[src/rtl/sdram_seq_pkg.sv]
package sdram_seq_pkg;
    localparam int BANKS = 2;
    localparam int BK_W  = 1;

    typedef enum logic [1:0] {
        OP_ACT  = 2'b00,
        OP_RD   = 2'b01,
        OP_PRE  = 2'b10,
        OP_PALL = 2'b11
    } req_op_e;

    typedef enum logic [2:0] {
        CS_NOP,
        CS_ACT,
        CS_RD,
        CS_PRE,
        CS_PALL,
        CS_FPRE
    } cmd_state_e;

    typedef enum logic {
        BK_IDLE,
        BK_OPEN
    } bank_state_e;
endpackage

[src/rtl/sdram_bank_track.sv]
module sdram_bank_track
    import sdram_seq_pkg::*;
#(
    parameter int ROW_W     = 11,
    parameter int T_RCD     = 3,
    parameter int T_RAS_MIN = 6,
    parameter int T_RAS_MAX = 48
) (
    input  logic             clk,
    input  logic             rst_n,
    input  logic             act_go,
    input  logic             rd_go,
    input  logic             pre_go,
    input  logic [ROW_W-1:0] act_row,
    output logic             is_open,
    output logic [ROW_W-1:0] open_row,
    output logic             rd_ok,
    output logic             pre_ok,
    output logic             must_close
);
    localparam int CNT_W = $clog2(T_RAS_MAX + 1);
    localparam logic [CNT_W-1:0] RCD_L = CNT_W'(T_RCD);
    localparam logic [CNT_W-1:0] MIN_L = CNT_W'(T_RAS_MIN);
    localparam logic [CNT_W-1:0] MAX_L = CNT_W'(T_RAS_MAX);

    bank_state_e      state_q;
    logic [CNT_W-1:0] age_q;
    logic [ROW_W-1:0] row_q;

    always_ff @(posedge clk or negedge rst_n) begin
        if (!rst_n) begin
            state_q <= BK_IDLE;
            age_q   <= '0;
            row_q   <= '0;
        end else begin
            unique case (state_q)
                BK_IDLE: begin
                    if (act_go) begin
                        state_q <= BK_OPEN;
                        age_q   <= CNT_W'(1);
                        row_q   <= act_row;
                    end
                end
                BK_OPEN: begin
                    if (pre_go) begin
                        state_q <= BK_IDLE;
                        age_q   <= '0;
                    end else if (age_q < MAX_L) begin
                        age_q <= age_q + CNT_W'(1);
                    end
                end
            endcase
        end
    end

    assign is_open    = (state_q == BK_OPEN);
    assign open_row   = row_q;
    assign rd_ok      = is_open && (age_q >= RCD_L);
    assign pre_ok     = is_open && (age_q >= MIN_L);
    assign must_close = is_open && (age_q >= MAX_L);


    rcd_window_chk: assert property (@(posedge clk) disable iff (!rst_n)
        rd_go |-> (state_q == BK_OPEN) && (age_q >= RCD_L));


    ras_min_chk: assert property (@(posedge clk) disable iff (!rst_n)
        (pre_go && state_q == BK_OPEN) |-> (age_q >= MIN_L));


    ras_max_close_chk: assert property (@(posedge clk) disable iff (!rst_n)
        must_close |=> (state_q == BK_IDLE));


    act_idle_only_chk: assert property (@(posedge clk) disable iff (!rst_n)
        act_go |-> (state_q == BK_IDLE));
endmodule

[src/rtl/sdram_cmd_pick.sv]
module sdram_cmd_pick
    import sdram_seq_pkg::*;
#(
    parameter int ROW_W = 11
) (
    input  logic             req_valid,
    input  logic [1:0]       req_op,
    input  logic [BK_W-1:0]  req_bank,
    input  logic [ROW_W-1:0] req_row,
    input  logic [BANKS-1:0] is_open,
    input  logic [ROW_W-1:0] open_row [BANKS],
    input  logic [BANKS-1:0] rd_ok,
    input  logic [BANKS-1:0] pre_ok,
    input  logic [BANKS-1:0] must_close,
    output logic             req_ready,
    output cmd_state_e       nxt_cmd,
    output logic [BK_W-1:0]  nxt_bank,
    output logic             nxt_err,
    output logic [BANKS-1:0] act_go,
    output logic [BANKS-1:0] rd_go,
    output logic [BANKS-1:0] pre_go
);
    logic [BK_W-1:0] force_bank;

    always_comb begin
        force_bank = '0;
        for (int i = BANKS - 1; i >= 0; i--) begin
            if (must_close[i]) force_bank = BK_W'(i);
        end
    end

    always_comb begin
        req_ready = 1'b1;
        nxt_cmd   = CS_NOP;
        nxt_bank  = req_bank;
        nxt_err   = 1'b0;
        act_go    = '0;
        rd_go     = '0;
        pre_go    = '0;
        if (|must_close) begin
            req_ready           = 1'b0;
            nxt_cmd             = CS_FPRE;
            nxt_bank            = force_bank;
            pre_go[force_bank]  = 1'b1;
        end else if (req_valid) begin
            unique case (req_op_e'(req_op))
                OP_ACT: begin
                    if (is_open[req_bank]) begin
                        nxt_err = 1'b1;
                    end else begin
                        nxt_cmd          = CS_ACT;
                        act_go[req_bank] = 1'b1;
                    end
                end
                OP_RD: begin
                    if (!is_open[req_bank] || open_row[req_bank] != req_row) begin
                        nxt_err = 1'b1;
                    end else if (!rd_ok[req_bank]) begin
                        req_ready = 1'b0;
                    end else begin
                        nxt_cmd         = CS_RD;
                        rd_go[req_bank] = 1'b1;
                    end
                end
                OP_PRE: begin
                    if (!is_open[req_bank]) begin
                        nxt_err = 1'b1;
                    end else if (!pre_ok[req_bank]) begin
                        req_ready = 1'b0;
                    end else begin
                        nxt_cmd          = CS_PRE;
                        pre_go[req_bank] = 1'b1;
                    end
                end
                OP_PALL: begin
                    if (|(is_open & ~pre_ok)) begin
                        req_ready = 1'b0;
                    end else begin
                        nxt_cmd  = CS_PALL;
                        nxt_bank = '0;
                        pre_go   = is_open;
                    end
                end
            endcase
        end
    end
endmodule

[src/rtl/sdram_cmd_sequencer.sv]
module sdram_cmd_sequencer
    import sdram_seq_pkg::*;
#(
    parameter int ROW_W     = 11,
    parameter int COL_W     = 8,
    parameter int T_RCD     = 3,
    parameter int T_RAS_MIN = 6,
    parameter int T_RAS_MAX = 48
) (
    input  logic               clk,
    input  logic               rst_n,
    input  logic               req_valid,
    input  logic [1:0]         req_op,
    input  logic               req_bank,
    input  logic [ROW_W-1:0]   req_row,
    input  logic [COL_W-1:0]   req_col,
    output logic               req_ready,
    output logic               cmd_ras_n,
    output logic               cmd_cas_n,
    output logic               cmd_we_n,
    output logic [ROW_W:0]     cmd_addr,
    output logic               req_err
);
    localparam int ADDR_W = ROW_W + 1;
    localparam int BA_BIT = ADDR_W - 1;
    localparam int AP_BIT = ROW_W - 1;

    logic [BANKS-1:0] is_open, rd_ok, pre_ok, must_close;
    logic [BANKS-1:0] act_go, rd_go, pre_go;
    logic [ROW_W-1:0] open_row [BANKS];

    cmd_state_e       nxt_cmd, cmd_q;
    logic [BK_W-1:0]  nxt_bank, bank_q;
    logic             nxt_err, err_q;
    logic [ROW_W-1:0] row_q;
    logic [COL_W-1:0] col_q;

    for (genvar b = 0; b < BANKS; b++) begin : g_bank
        sdram_bank_track #(
            .ROW_W    (ROW_W),
            .T_RCD    (T_RCD),
            .T_RAS_MIN(T_RAS_MIN),
            .T_RAS_MAX(T_RAS_MAX)
        ) u_track (
            .clk       (clk),
            .rst_n     (rst_n),
            .act_go    (act_go[b]),
            .rd_go     (rd_go[b]),
            .pre_go    (pre_go[b]),
            .act_row   (req_row),
            .is_open   (is_open[b]),
            .open_row  (open_row[b]),
            .rd_ok     (rd_ok[b]),
            .pre_ok    (pre_ok[b]),
            .must_close(must_close[b])
        );
    end

    sdram_cmd_pick #(.ROW_W(ROW_W)) u_pick (
        .req_valid (req_valid),
        .req_op    (req_op),
        .req_bank  (req_bank),
        .req_row   (req_row),
        .is_open   (is_open),
        .open_row  (open_row),
        .rd_ok     (rd_ok),
        .pre_ok    (pre_ok),
        .must_close(must_close),
        .req_ready (req_ready),
        .nxt_cmd   (nxt_cmd),
        .nxt_bank  (nxt_bank),
        .nxt_err   (nxt_err),
        .act_go    (act_go),
        .rd_go     (rd_go),
        .pre_go    (pre_go)
    );

    // command state register
    always_ff @(posedge clk or negedge rst_n) begin
        if (!rst_n) begin
            cmd_q  <= CS_NOP;
            bank_q <= '0;
            row_q  <= '0;
            col_q  <= '0;
            err_q  <= 1'b0;
        end else begin
            cmd_q  <= nxt_cmd;
            bank_q <= nxt_bank;
            row_q  <= req_row;
            col_q  <= req_col;
            err_q  <= nxt_err;
        end
    end

    // pin decode from command state
    always_comb begin
        cmd_ras_n = 1'b1;
        cmd_cas_n = 1'b1;
        cmd_we_n  = 1'b1;
        cmd_addr  = '0;
        unique case (cmd_q)
            CS_NOP: ;
            CS_ACT: begin
                cmd_ras_n              = 1'b0;
                cmd_addr[ROW_W-1:0]    = row_q;
                cmd_addr[BA_BIT]       = bank_q;
            end
            CS_RD: begin
                cmd_cas_n              = 1'b0;
                cmd_addr[COL_W-1:0]    = col_q;
                cmd_addr[BA_BIT]       = bank_q;
            end
            CS_PRE, CS_FPRE: begin
                cmd_ras_n              = 1'b0;
                cmd_we_n               = 1'b0;
                cmd_addr[BA_BIT]       = bank_q;
            end
            CS_PALL: begin
                cmd_ras_n              = 1'b0;
                cmd_we_n               = 1'b0;
                cmd_addr[AP_BIT]       = 1'b1;
            end
            default: ;
        endcase
    end

    assign req_err = err_q;


    forced_close_pins_chk: assert property (@(posedge clk) disable iff (!rst_n)
        (|must_close) |=> (!cmd_ras_n && cmd_cas_n && !cmd_we_n && !cmd_addr[AP_BIT]));


    err_nop_chk: assert property (@(posedge clk) disable iff (!rst_n)
        req_err |-> (cmd_ras_n && cmd_cas_n && cmd_we_n));


    idle_nop_chk: assert property (@(posedge clk) disable iff (!rst_n)
        (!req_valid && !(|must_close)) |=> (cmd_ras_n && cmd_cas_n && cmd_we_n && cmd_addr == '0));


    err_single_chk: assert property (@(posedge clk) disable iff (!rst_n)
        (req_err && !$past(req_valid && req_ready)) |-> 1'b0);
endmodule

[config.mk]
export PLATFORM = sky130hd
export DESIGN_NAME = sdram_cmd_sequencer
export DESIGN_NICKNAME = d
export VERILOG_FILES = /design/src/rtl/sdram_seq_pkg.sv /design/src/rtl/sdram_bank_track.sv /design/src/rtl/sdram_cmd_pick.sv /design/src/rtl/sdram_cmd_sequencer.sv
export SDC_FILE = /design/constraint.sdc
export NUM_CORES = 1
export LEC_CHECK = 0
export BUFFER_PORTS_ARGS = -buffer_cell sky130_fd_sc_hd__buf_2
export CORE_UTILIZATION = 31
export CTS_BUF_LIST = sky130_fd_sc_hd__clkbuf_4
export DETAILED_ROUTE_END_ITERATION = 12
export SYNTH_ARGS = -nofsm -noshare
export SYNTH_HDL_FRONTEND = slang
export SYNTH_SLANG_ARGS = --single-unit
export TNS_END_PERCENT = 5
[constraint.sdc]
create_clock -name clk -period 4.6 [get_ports clk]
set_input_delay 0.92 -clock clk [delete_from_list [all_inputs] [get_ports clk]]
set_output_delay 0.92 -clock clk [all_outputs]
set_load 0.005 [all_outputs]
# Word level (Yosys, flattened, before mapping)

Index checks and enable logic that the tools add are counted.

Output and inout bits: 17
Register bits after elaboration: 60
Bits in read-only memories: 0
Logic and storage cells: 137
Bits in latches: 0
Memories kept: 0
Memory bits (writable): 0
Input port bits: 25

Reductions and logical operators: 20
Magnitude comparators: 13
Eq/ne operators: 13
Add/subtract/negate cells: 2
Shift operators: 0
Div/mod/pow operators: 0
Mux-type cells: 73
Multipliers: 0
Bitwise operators: 5

Operator list:

| kind                                                                         | number |
|---|---|
| 6-bit 2-to-1 mux                                                             | 6 |
| 1-bit 2-to-1 mux                                                             | 35 |
| 11-bit 2-to-1 mux                                                            | 3 |
| 2-bit 2-to-1 mux                                                             | 12 |
| 6-bit one-hot mux with 2 select lines                                        | 2 |
| 8-bit one-hot mux with 2 select lines                                        | 1 |
| 3-bit 2-to-1 mux                                                             | 5 |
| 6-bit by 1-bit adder with 6-bit output, second input constant                | 2 |
| 6-bit by 2-bit >= comparator with 1-bit output, second input constant        | 2 |
| 6-bit by 3-bit >= comparator with 1-bit output, second input constant        | 2 |
| 6-bit >= comparator, second input constant                                   | 2 |
| 6-bit less-than comparator, second input constant                            | 2 |
| 3-bit one-hot mux with 4 select lines                                        | 1 |
| 11-bit != test                                                               | 1 |
| 1-bit logical AND                                                            | 8 |
| 2-bit AND reduction                                                          | 4 |
| 4-bit OR reduction                                                           | 2 |
| 3-bit by 2-bit == test with 1-bit output, second input constant              | 2 |
| 3-bit == test, second input constant                                         | 2 |
| 3-bit != test, second input constant                                         | 2 |
| 1-bit one-hot mux with 2 select lines                                        | 3 |
| 1-bit one-hot mux with 3 select lines                                        | 2 |
| 2-bit == test, second input constant                                         | 2 |
| 1-bit by 2-bit less-than comparator with 1-bit output, second input constant | 2 |
| other kinds (16)                                                             | 21 |

# Longest topological paths before layout

Depth after elaboration: 11
Gate-level depth with buffers: 7
Gate-level depth less buffers: 7

# Hierarchy

From an unflattened synthesis, not the netlist that was laid out.

Cells, all modules: 286
Area, all modules: 3357.0 µm²

Modules (own cells, without submodules):

| module              | instances | cells an instance | seq. area each (µm²) | area an instance (µm²) |
|---|---|---|---|---|
| sdram_bank_track    | 2         | 70                | 450.4                | 918.4 |
| sdram_cmd_sequencer | 1         | 65                | 600.6                | 904.6 |
| sdram_cmd_pick      | 1         | 81                | 0.0                  | 615.6 |

# Worst setup path before layout

No wires, ideal clock.

Kind: in2out
Start point: input req_bank
End point: output req_ready
Required time: 3.680 ns
Arrival time: 1.995 ns
Cell stages on the path: 6
Setup slack: 1.685 ns
Buffers on the path: 1
Cell sequence: buf_2 > mux2i_1 > xor2_1 > nand4_1 > nor3_1 > o22ai_1

Word-level cells in the longest chain between the ends: 10
Elaborated cells between the ends (all ways): 20
Classes of those cells: eq/ne: 1; mux: 16; bitwise: 1; reduce/logical: 2

RTL lines:

| element                                                | RTL line                  | RTL |
|---|---|---|
| start, declared                                        | sdram_cmd_sequencer.sv:14 | `input logic req_bank,` |
| 1-bit inverter with 2-bit output (not written as such) | sdram_cmd_pick.sv:56      | `if (!is_open[req_bank] \|\| open_row[req_bank] != req_row) begin` |
| 11-bit 2-to-1 mux (not written as such) (3 in a row)   | sdram_cmd_pick.sv:56      |  |
| 11-bit != test                                         | sdram_cmd_pick.sv:56      |  |
| 1-bit logical OR                                       | sdram_cmd_pick.sv:56      |  |
| 1-bit 2-to-1 mux                                       | sdram_cmd_pick.sv:56      |  |
| 1-bit one-hot mux with 3 select lines *                | sdram_cmd_pick.sv:46      | `unique case (req_op_e'(req_op))` |
| 1-bit 2-to-1 mux *                                     | sdram_cmd_pick.sv:45      | `end else if (req_valid) begin` |
| 1-bit 2-to-1 mux *                                     | sdram_cmd_pick.sv:40      | `if (\|must_close) begin` |
| end, declared                                          | sdram_cmd_sequencer.sv:17 | `output logic req_ready,` |

Every way passes the cells marked *; elsewhere a longest branch is shown, timed or not. The select of a mux whose other input is x is not followed.

# Worst setup path after layout

Same ends and word-level chain as after synthesis.

==> qor.txt <==
Status: finished, final reports clean
Fin. max-slew vios: 0
Buffers on Ports: 41
CP Depth: 7
Final Hold Vio Count: 0
# DRC: 0
DRT Pass-1 Iters: 5
TritonCTS Buffers: 9
Post-DR wirelength/cell: 13.9 um
R2r startpoint: g_bank[1].u_track.age_q[0]
Drt total wl: 6320 um
Worst rel slew slack: 0.504
CTS root buf: clkbuf_4
Setup tns final: 0 ns
Crit path to: req_ready
Mean Syn Cell Area: 10.8 um2
Final setup violation count: 0
Worst-Skew Late Latency: 0.40 ns
Worst slew pin tran: 0.744 ns
Crit. Startpoint: req_bank
Area of the multi-input gates: 1450 um2
Overflow after GRT: 0
Buffers plus inverters on the worst setup path: 2
Max_cap viols: 0
Mapped Cells: 281
Synthesis-stage register bit count: 60
Synth warn: 0
Rows: 35
Area delta synth->final: 14.8%
IO Pins: 42
Initial Utilization: 0.325
Cell Area, Placed: 3350 um2
Fin crit period: 3.45 ns
R2r endpoint: g_bank[0].u_track.age_q[3]
CTS H-Tree Depth: 3
Core ar.: 9370 um2
Netlist cell types: 52
Synthesized net count: 310
Crit-path max cell delay: 0.41 ns
N_diodes: 0
GRT Total Usage: 0.134
# nets final: 350
Worst-path cell chain: buf_2, mux2i_1, xor2_1, nand4_1, nor3_1, o22ai_1, buf_2
Initial antenna violation count: 0
Cell area after layout: 3500 um2
DR vias: 2187
CTS Buffer Depth: 2
Power Density: 551 nW/um2
CTS Hold Bufs: 0
Crit. End Element: primary output
Die width: 101 um
Post-synth EDFFs: 0
CP Max Fanout: 21
Critical path required time: 3.68 ns
Die Ht: 101 um
DRT iter0 DRCs: 69
Post-Syn Area: 3050 um2
Crit start category: input port
Register area: 1500 um2
Worst r2r path cells: 7
Post-synth top flop: dfrtp_1
Gp weighted congestion: 0.742
Worst hold path type: flip-flop to flip-flop
Worst path top cell family by delay: buffers and inverters
Clock Sinks: 60
Vias in the first global route: 2136
Tcrit/Tclk final: 0.750
Most numerous cell on the critical path: buf_2
RSZ-0062 raised after global routing: no
R2r setup slk: 2.50 ns
Final setup skew: 0.0142 ns
Maximum VDD drop: 0.132 mV
First-pass GRT wire length: 10500 um
Asr flop ratio synth: 1.00
Layout cells sized above 1: 0.286
Die footprint: 10200 um2
Largest net degree at the start of global routing: 61
Setup Buffers After CTS: 0
Post-cts sizing count: 0
Final ANT Viol Nets: 0
Worst path arrival time: 2.53 ns
Fillers: 954
DP HPWL: 4580 um
Clk pin slew, worst setup/hold paths: 0.09 ns
F_max: 0.290 GHz
TritonCTS clock tree: yes
Critical Path Slowest Stage Cell: buf_2
Post-DR vias/cell: 4.82
Register area share after synthesis: 0.493
Leakage: 1.62 nW
Crit path kind: input port to primary output
[sequential cells by signal, summed over array words and instances (netlist names)]
name,cells
bank_q,1
cmd_q,3
row_q,11
g_bank.u_track.is_open,2
g_bank.u_track.open_row,22
g_bank.u_track.age_q,12
col_q,8
req_err,1
[layer usage]
| metal | vias up | track usage | share of wire |
|---|---|---|---|
| met1 | 1056 | 0.173 | 0.48 |
| met5 | - | 0 | 0 |
| li1 | 1087 | - | - |
| met2 | 35 | 0.211 | 0.47 |
| met4 | 0 | 0.0792 | 0.023 |
| met3 | 9 | 0.0215 | 0.024 |
[cell families (layout without fill, tap and decap cells)]
group                    count (synthesis)  after routing  synth area share
adder cells (fa/ha/maj)                  4              4            0.0164
AND/OR/NAND/NOR                         97             97             0.172
XOR/XNOR                                13             13            0.0374
AO/OA/AOI/OAI                           53             53             0.128
buffers and inverters                   20             64            0.0320
flip-flops                              60             60             0.493
multiplexers                            34             34             0.121
[area by class of cell]
cell class / instances / share of cell area
multi-input cells: 201 / 0.414
clock inverters: 6 / 0.0229
flip-flops and latches: 60 / 0.429
repair buffers: 42 / 0.0608
clock buffers: 9 / 0.0193
well taps: 129 / 0.0462
inverters: 7 / 0.00752
[cells in the final DEF (no fill, tap or decap), drive strengths merged, types with 2 or more instances in the layout]
cell type   n
a21oi       8
a22oi      10
a31oi       2
a41oi       2
and2        2
and3        2
and3b       2
buf        42
bufinv      2
clkbuf      9
clkinv      3
dfrtp      60
ha          4
inv         7
mux2       23
mux2i      11
nand2      31
nand3      13
nand4       5
nor2       23
nor2b       8
nor3        5
o211ai      2
o21ai      14
o22ai       4
or2         2
xor2       13
[cells in the mapped netlist, drive strengths merged (2+ instances only)]
library cell  number  area, um2
a21oi              8       43.8
a22oi             10       75.1
a31oi              2       12.5
a41oi              2       36.3
and2               2       12.5
and3               2       17.5
and3b              2       17.5
buf                9       56.3
clkbuf             4       15.0
dfrtp             60       1500
ha                 4       50.1
inv                7       26.3
mux2              23        259
mux2i             11        110
nand2             31        124
nand3             13       77.6
nand4              5       46.3
nor2              23       88.8
nor2b              8       50.1
nor3               5       41.3
o211ai             2       15.0
o21ai             14       70.1
o22ai              4       25.0
or2                2       12.5
xor2              13        114
[stage by stage]
step	utilization	setup slack (ns)	total power, W	cells	hold WS, ns
floorplan	-	1.68	0.00136	281	0.479
global placement	0.357	1.14	0.00152	439	0.488
detailed placement	0.357	1.10	0.00154	439	0.492
CTS	0.373	1.10	0.00195	454	0.514
global route	0.373	0.983	0.00208	454	0.525
finish	0.373	1.15	0.00193	454	0.511
[worst min path at each step]
| stage | startpoint | to | cells after the start |
|---|---|---|---|
| finish | g_bank[0].u_track.open_row[0] | g_bank[0].u_track.open_row[0] | 1 |
| global route | g_bank[1].u_track.open_row[7] | g_bank[1].u_track.open_row[7] | 1 |
| CTS | g_bank[0].u_track.open_row[8] | g_bank[0].u_track.open_row[8] | 1 |
| detailed placement | g_bank[0].u_track.open_row[0] | g_bank[0].u_track.open_row[0] | 1 |
| global placement | g_bank[0].u_track.open_row[0] | g_bank[0].u_track.open_row[0] | 1 |
| floorplan | g_bank[0].u_track.open_row[10] | g_bank[0].u_track.open_row[10] | 1 |
[where the power goes]
group,switching [W],internal [W]
clock,0.000186,0.000213
combinational,0.000351,0.000319
sequential,0.000164,0.000694
total,0.000701,0.00123
(Power assumes the default switching activity.)
